===== src/rtl/ds_link_pkg.sv =====
// Shared types and limits for the data-strobe link repeater.
// Assumes: a link bit is carried on one data and one strobe line.
package ds_link_pkg;
    typedef struct packed {
        logic dat;
        logic stb;
    } ds_pair_t;

    localparam int MIN_SYNC_STAGES = 2;
    localparam int MIN_LAG_BITS    = 2;
endpackage


===== src/rtl/ds_line_sync.sv =====
// Brings both upstream link lines into the clk domain.
// Assumes: lines are low while reset is held; STAGES >= 2.
module ds_line_sync
    import ds_link_pkg::*;
#(
    parameter int STAGES = 2
) (
    input  logic     clk,
    input  logic     rst_n,
    input  ds_pair_t line_in,
    output ds_pair_t line_sync
);
    localparam int NLINES = 2;

    logic [NLINES-1:0] raw;
    logic [NLINES-1:0] synced;

    assign raw = {line_in.dat, line_in.stb};

    generate
        for (genvar i = 0; i < NLINES; i++) begin : g_line
            logic [STAGES-1:0] chain;
            // Shift one line through its synchronizer chain.
            always_ff @(posedge clk) begin
                if (!rst_n) chain <= '0;
                else        chain <= {chain[STAGES-2:0], raw[i]};
            end
            assign synced[i] = chain[STAGES-1];
        end
    endgenerate

    assign line_sync.dat = synced[1];
    assign line_sync.stb = synced[0];
endmodule


===== src/rtl/ds_bit_recover.sv =====
// Detects a change on either synchronized line and recovers the bit.
// Assumes: successive line changes are at least three clk cycles apart.
module ds_bit_recover
    import ds_link_pkg::*;
(
    input  logic     clk,
    input  logic     rst_n,
    input  ds_pair_t line_sync,
    output logic     edge_seen,
    output logic     new_bit,
    output logic     bit_out,
    output logic     bit_valid
);
    ds_pair_t prev;

    assign edge_seen = (line_sync.dat ^ prev.dat) | (line_sync.stb ^ prev.stb);
    assign new_bit   = line_sync.dat;

    // Remember last sampled levels and register the recovered bit.
    always_ff @(posedge clk) begin
        if (!rst_n) begin
            prev      <= '0;
            bit_out   <= 1'b0;
            bit_valid <= 1'b0;
        end else begin
            prev      <= line_sync;
            bit_valid <= edge_seen;
            if (edge_seen) bit_out <= new_bit;
        end
    end


    valid_single_chk: assert property (@(posedge clk) disable iff (!rst_n)
        bit_valid |=> !bit_valid);
endmodule


===== src/rtl/ds_lag_encoder.sv =====
// Holds the last LAG_BITS recovered bits and launches the oldest one on the
// downstream pair, data-strobe encoded, once per input edge.
// Assumes: LAG_BITS >= 2; history resets to zero so the first launches are fillers.
module ds_lag_encoder #(
    parameter int LAG_BITS = 2
) (
    input  logic clk,
    input  logic rst_n,
    input  logic launch,
    input  logic new_bit,
    output logic out_dat,
    output logic out_stb
);
    localparam int CNT_W = $clog2(LAG_BITS + 1);

    logic [LAG_BITS-1:0] hist;
    logic                send_bit;

    assign send_bit = hist[LAG_BITS-1];

    // Shift history and re-encode the oldest bit on each launch.
    always_ff @(posedge clk) begin
        if (!rst_n) begin
            hist    <= '0;
            out_dat <= 1'b0;
            out_stb <= 1'b0;
        end else if (launch) begin
            hist    <= {hist[LAG_BITS-2:0], new_bit};
            out_dat <= send_bit;
            if (send_bit == out_dat) out_stb <= ~out_stb;
        end
    end

    // Saturating launch count since reset, used only by the filler check.
    logic [CNT_W-1:0] launches;
    always_ff @(posedge clk) begin
        if (!rst_n)                                    launches <= '0;
        else if (launch && launches < CNT_W'(LAG_BITS)) launches <= launches + 1'b1;
    end


    filler_zero_chk: assert property (@(posedge clk) disable iff (!rst_n)
        (launch && launches < CNT_W'(LAG_BITS)) |=> !out_dat);


    one_line_toggle_chk: assert property (@(posedge clk) disable iff (!rst_n)
        $countones({out_dat ^ $past(out_dat), out_stb ^ $past(out_stb)}) <= 1);
endmodule


===== src/rtl/ds_link_repeater.sv =====
// One hop of a data-strobe link: recovers bits for local use and repeats the
// stream downstream with a fixed lag, advancing only on input edges.
// Assumes: upstream idles low during reset; edges >= 3 clk cycles apart.
module ds_link_repeater
    import ds_link_pkg::*;
#(
    parameter int SYNC_STAGES = 2,
    parameter int LAG_BITS    = 2
) (
    input  logic clk,
    input  logic rst_n,
    input  logic ds_data_in,
    input  logic ds_strobe_in,
    output logic ds_data_out,
    output logic ds_strobe_out,
    output logic bit_out,
    output logic bit_valid
);
    ds_pair_t line_in;
    ds_pair_t line_sync;
    logic     edge_seen;
    logic     new_bit;

    assign line_in.dat = ds_data_in;
    assign line_in.stb = ds_strobe_in;

    ds_line_sync #(.STAGES(SYNC_STAGES)) u_sync (
        .clk       (clk),
        .rst_n     (rst_n),
        .line_in   (line_in),
        .line_sync (line_sync)
    );

    ds_bit_recover u_recover (
        .clk       (clk),
        .rst_n     (rst_n),
        .line_sync (line_sync),
        .edge_seen (edge_seen),
        .new_bit   (new_bit),
        .bit_out   (bit_out),
        .bit_valid (bit_valid)
    );

    ds_lag_encoder #(.LAG_BITS(LAG_BITS)) u_enc (
        .clk     (clk),
        .rst_n   (rst_n),
        .launch  (edge_seen),
        .new_bit (new_bit),
        .out_dat (ds_data_out),
        .out_stb (ds_strobe_out)
    );


    reset_clear_chk: assert property (@(posedge clk)
        !$past(rst_n) |-> (!ds_data_out && !ds_strobe_out && !bit_valid));


    idle_hold_chk: assert property (@(posedge clk) disable iff (!rst_n)
        !bit_valid |-> $stable({ds_data_out, ds_strobe_out}));


    launch_moves_chk: assert property (@(posedge clk) disable iff (!rst_n)
        bit_valid |-> ({ds_data_out, ds_strobe_out} != $past({ds_data_out, ds_strobe_out})));
endmodule


===== config.mk =====
export PLATFORM = sky130hd
export DESIGN_NAME = ds_link_repeater
export DESIGN_NICKNAME = d
export VERILOG_FILES = /design/src/rtl/ds_link_pkg.sv /design/src/rtl/ds_line_sync.sv /design/src/rtl/ds_bit_recover.sv /design/src/rtl/ds_lag_encoder.sv /design/src/rtl/ds_link_repeater.sv
export SDC_FILE = /design/constraint.sdc
export NUM_CORES = 1
export LEC_CHECK = 0
export ABC_CLOCK_PERIOD_IN_PS = 1050
export BUFFER_PORTS_ARGS = -buffer_cell sky130_fd_sc_hd__buf_4
export CAP_MARGIN = 40
export CORE_AREA = 2 2 39 41
export CTS_BUF_LIST = sky130_fd_sc_hd__clkbuf_8
export DETAILED_ROUTE_END_ITERATION = 6
export DIE_AREA = 0 0 41 43
export GPL_ROUTABILITY_DRIVEN = 0
export PLACE_DENSITY = 0.49
export SYNTH_ARGS = -nofsm -noshare
export SYNTH_HDL_FRONTEND = slang
export SYNTH_SLANG_ARGS = --single-unit
export TNS_END_PERCENT = 30

===== constraint.sdc =====
create_clock -name clk -period 1.05 [get_ports clk]
set_input_delay 0 -clock clk [delete_from_list [all_inputs] [get_ports clk]]
set_output_delay 0 -clock clk [all_outputs]
set_load 0.01 [all_outputs]

==> results.sh <==
export IMPL_slew_viol_final=0
export IMPL_initial_core_util_pct=27.8
export IMPL_tns_ns=0
export IMPL_clkTransAtPathRegs_ns=0.05
export IMPL_crit_arrival_ns=1.17
export IMPL_syn_area_per_cell_sq_um=10.4
export IMPL_crit_fanout=4
export IMPL_drt_total_wl_microns=685
export IMPL_drt_pass1_iterations=2
export IMPL_ys_ff_latch=11
export IMPL_end_kind="register"
export IMPL_cp_slowest_cell="dfxtp_2"
export IMPL_whs_ns=0.0349
export IMPL_maxCapViolCount=0
export IMPL_viasPerCell=4.37
export IMPL_required_ns=1.21
export IMPL_synth_xor_area_share_pct=11.4
export IMPL_root_buffer="clkbuf_8"
export IMPL_peakVddDrop_mv=0.714
export IMPL_cts_sink_count=11
export IMPL_outcome="complete, no violations"
export IMPL_finalCritPeriodShare_pct=96.4
export IMPL_die_w_microns=41
export IMPL_slew_headroom_pct=77.2
export IMPL_cp_cell_sequence="xnor2_2, buf_4, a21oi_4, mux2i_1"
export IMPL_wl_per_cell_microns=10.1
export IMPL_p_switching_uw=201
export IMPL_die_area_sq_um=1760
export IMPL_p_leak_uw=0.000245
export IMPL_switching_share_pct=21.2
export IMPL_syn_area_sq_um=385
export IMPL_n_antenna_cell=0
export IMPL_skew_ns=0.000500
export IMPL_fmax_mhz=988
export IMPL_synth_nets=41
export IMPL_setup_viol=0
export IMPL_grt_pass1_vias=277
export IMPL_area_growth_pct=48.1
export IMPL_grtUsageTotal_pct=10.6
export IMPL_io_pins=8
export IMPL_drt_iter0_drc=1
export IMPL_post_route_util_pct=41.2
export IMPL_yosys_area_share_simple_pct=16.6
export IMPL_fin_crit_ns=1.01
export IMPL_ys_types=13
export IMPL_tritoncts_num_buffers=3
export IMPL_fill_cells=143
export IMPL_die_h_microns=43
export IMPL_path_class="reg2reg"
export IMPL_route_vias_total=297
export IMPL_yosys_warnings=0
export IMPL_hold_viol=0
export IMPL_ant_nets=0
export IMPL_critPathBufInv=1
export IMPL_drc_errors=0
export IMPL_coreArea_sq_um=1380
export IMPL_rsz0062_at_grt="yes"
export IMPL_cts_max_level=1
export IMPL_grt_pass1_wl_microns=1150
export IMPL_synth_yosys_seq_area_share_pct=57.1
export IMPL_muxShareOfSynthArea_pct=2.60
export IMPL_antenna_found_initial=0
export IMPL_layout_drive_gt1_share_pct=36.5
export IMPL_comb_power_share_pct=9.7
export IMPL_clockBufferDepth=2
export IMPL_fp_row_count=14
export IMPL_powerDensity_nw_per_um2=1670
export IMPL_cts_tree="done"
export IMPL_start_kind="register"
export IMPL_crit_family="flip-flops"
export IMPL_syn_inst=37
export IMPL_worst_pin_slew_ns=0.341
export IMPL_stdcell_area_sq_um=571
export IMPL_p_clk_share_pct=42.7
export IMPL_p_int_uw=749
export IMPL_clk_insertion_delay_late_ns=0.23
export IMPL_grt_overflow=0
export IMPL_min_path_type="in2reg"
export IMPL_pwr_share_seq_pct=47.5
export IMPL_synth_top_family_by_area="simple AND/OR/NAND/NOR gates"
export IMPL_io_buffers=7
export IMPL_place_area_sq_um=473
export IMPL_synth_compound_area_share_pct=11.4
export IMPL_synthAdderAreaFrac_pct=0
export IMPL_grt_max_degree=10
export IMPL_critPathMaxStageDelay_ns=0.34
export IMPL_finalNetCount=57
## path summary, 6_finish.rpt
| check | startpoint | endpoint | slack, ns | cells past startpoint |
|---|---|---|---|---|
| hold reg to reg | u_sync.g_line[0].chain[0] | u_sync.g_line[0].chain[1] | 0.43 | 1 |
| setup reg to reg | u_sync.g_line[1].chain[1] | u_enc.out_stb | 0.04 | 4 |
| hold / removal | rst_n | u_sync.g_line[0].chain[0] | 0.03 | 2 |
| setup / recovery | u_sync.g_line[1].chain[1] | u_enc.out_stb | 0.04 | 4 |
## synth_stat cells, drive strengths merged
master,n,area share [%]
a21oi,5,7.5
xor2,3,6.8
nand3,3,3.9
nand2,1,0.97
inv,1,0.97
and2,6,10
dfxtp,11,57
o21ai,3,3.9
xnor2,2,4.5
nand2b,1,1.6
mux2i,1,2.6
## cell usage in the layout (no fill, tap or decap)
| cell type | instances |
|---|---|
| nand2_1 | 1 |
| and2_1 | 5 |
| dfxtp_1 | 9 |
| a21oi_4 | 1 |
| clkbuf_8 | 3 |
| nand3_1 | 3 |
| dlygate4sd3_1 | 2 |
| mux2i_1 | 1 |
| and2_2 | 1 |
| inv_1 | 2 |
| o21ai_0 | 3 |
| dfxtp_2 | 2 |
| xor2_1 | 2 |
| a21oi_1 | 4 |
| xnor2_2 | 2 |
| xor2_2 | 1 |
| buf_4 | 9 |
| nand2b_1 | 1 |
## timing repair
item | CTS | global route
hold buffers | 2 | 0
endpoints found under the setup margin | 4 | 4
endpoints found under the hold margin | 2 | 0
buffers inserted | 0 | 0
gates cloned | 0 | 0
gates resized for setup | 1 | 5
## worst register-to-register path, cell delays in order, from the launching register on
cell,delay [ns]
dfxtp_2,0.34
xnor2_2,0.14
buf_4,0.14
a21oi_4,0.12
mux2i_1,0.20
## kinds of logic after synthesis
| group | Yosys count |
|---|---|
| AO/OA/AOI/OAI | 8 |
| XOR/XNOR | 5 |
| buffers and inverters | 1 |
| flip-flops | 11 |
| multiplexers | 1 |
| AND/OR/NAND/NOR | 11 |
## per-stage QoR
stage | setup WS, ns | total power [uW] | std cells
floorplan | 0.0724 | 495 | 37
global placement | 0.0120 | 534 | 62
detailed placement | -0.0269 | 535 | 62
CTS | 0.00259 | 957 | 68
global route | -0.0185 | 1010 | 68
finish | 0.0381 | 950 | 68
## cell type report
class / instances / area, sq um / area share (%)
Inverter: 1 / 3.75 / 0.658
Tap cell: 16 / 20.0 / 3.51
Clock buffer: 3 / 41.3 / 7.24
Clock inverter: 1 / 3.75 / 0.658
Multi-Input combinational cell: 25 / 191 / 33.6
Timing Repair Buffer: 11 / 87.6 / 15.4
Sequential cell: 11 / 223 / 39.0
## registers in the layout (all words and copies together), names as in the netlist
signal / cells
u_enc.hist: 2
u_recover.bit_valid: 1
u_enc.out_dat: 1
u_sync.g_line.chain: 4
u_recover.prev: 2
u_enc.out_stb: 1
## per-layer routing
layer	vias to the layer above	part of all wire, %	global-route usage [%]
met5	-	0	0
met1	132	45	11.8
met2	10	46	13.1
met4	0	3.4	10.0
met3	3	6.3	6.28
li1	152	-	-
## power by group through the flow
stage | clock [uW] | sequential, uW | combinational, uW
floorplan | 0 | 460 | 35.9
global placement | 0 | 457 | 77.4
detailed placement | 0 | 457 | 78.2
CTS | 422 | 449 | 85.9
global route | 455 | 454 | 99.9
finish | 406 | 452 | 92.5
Note: power is estimated with default switching activity, not from simulation.
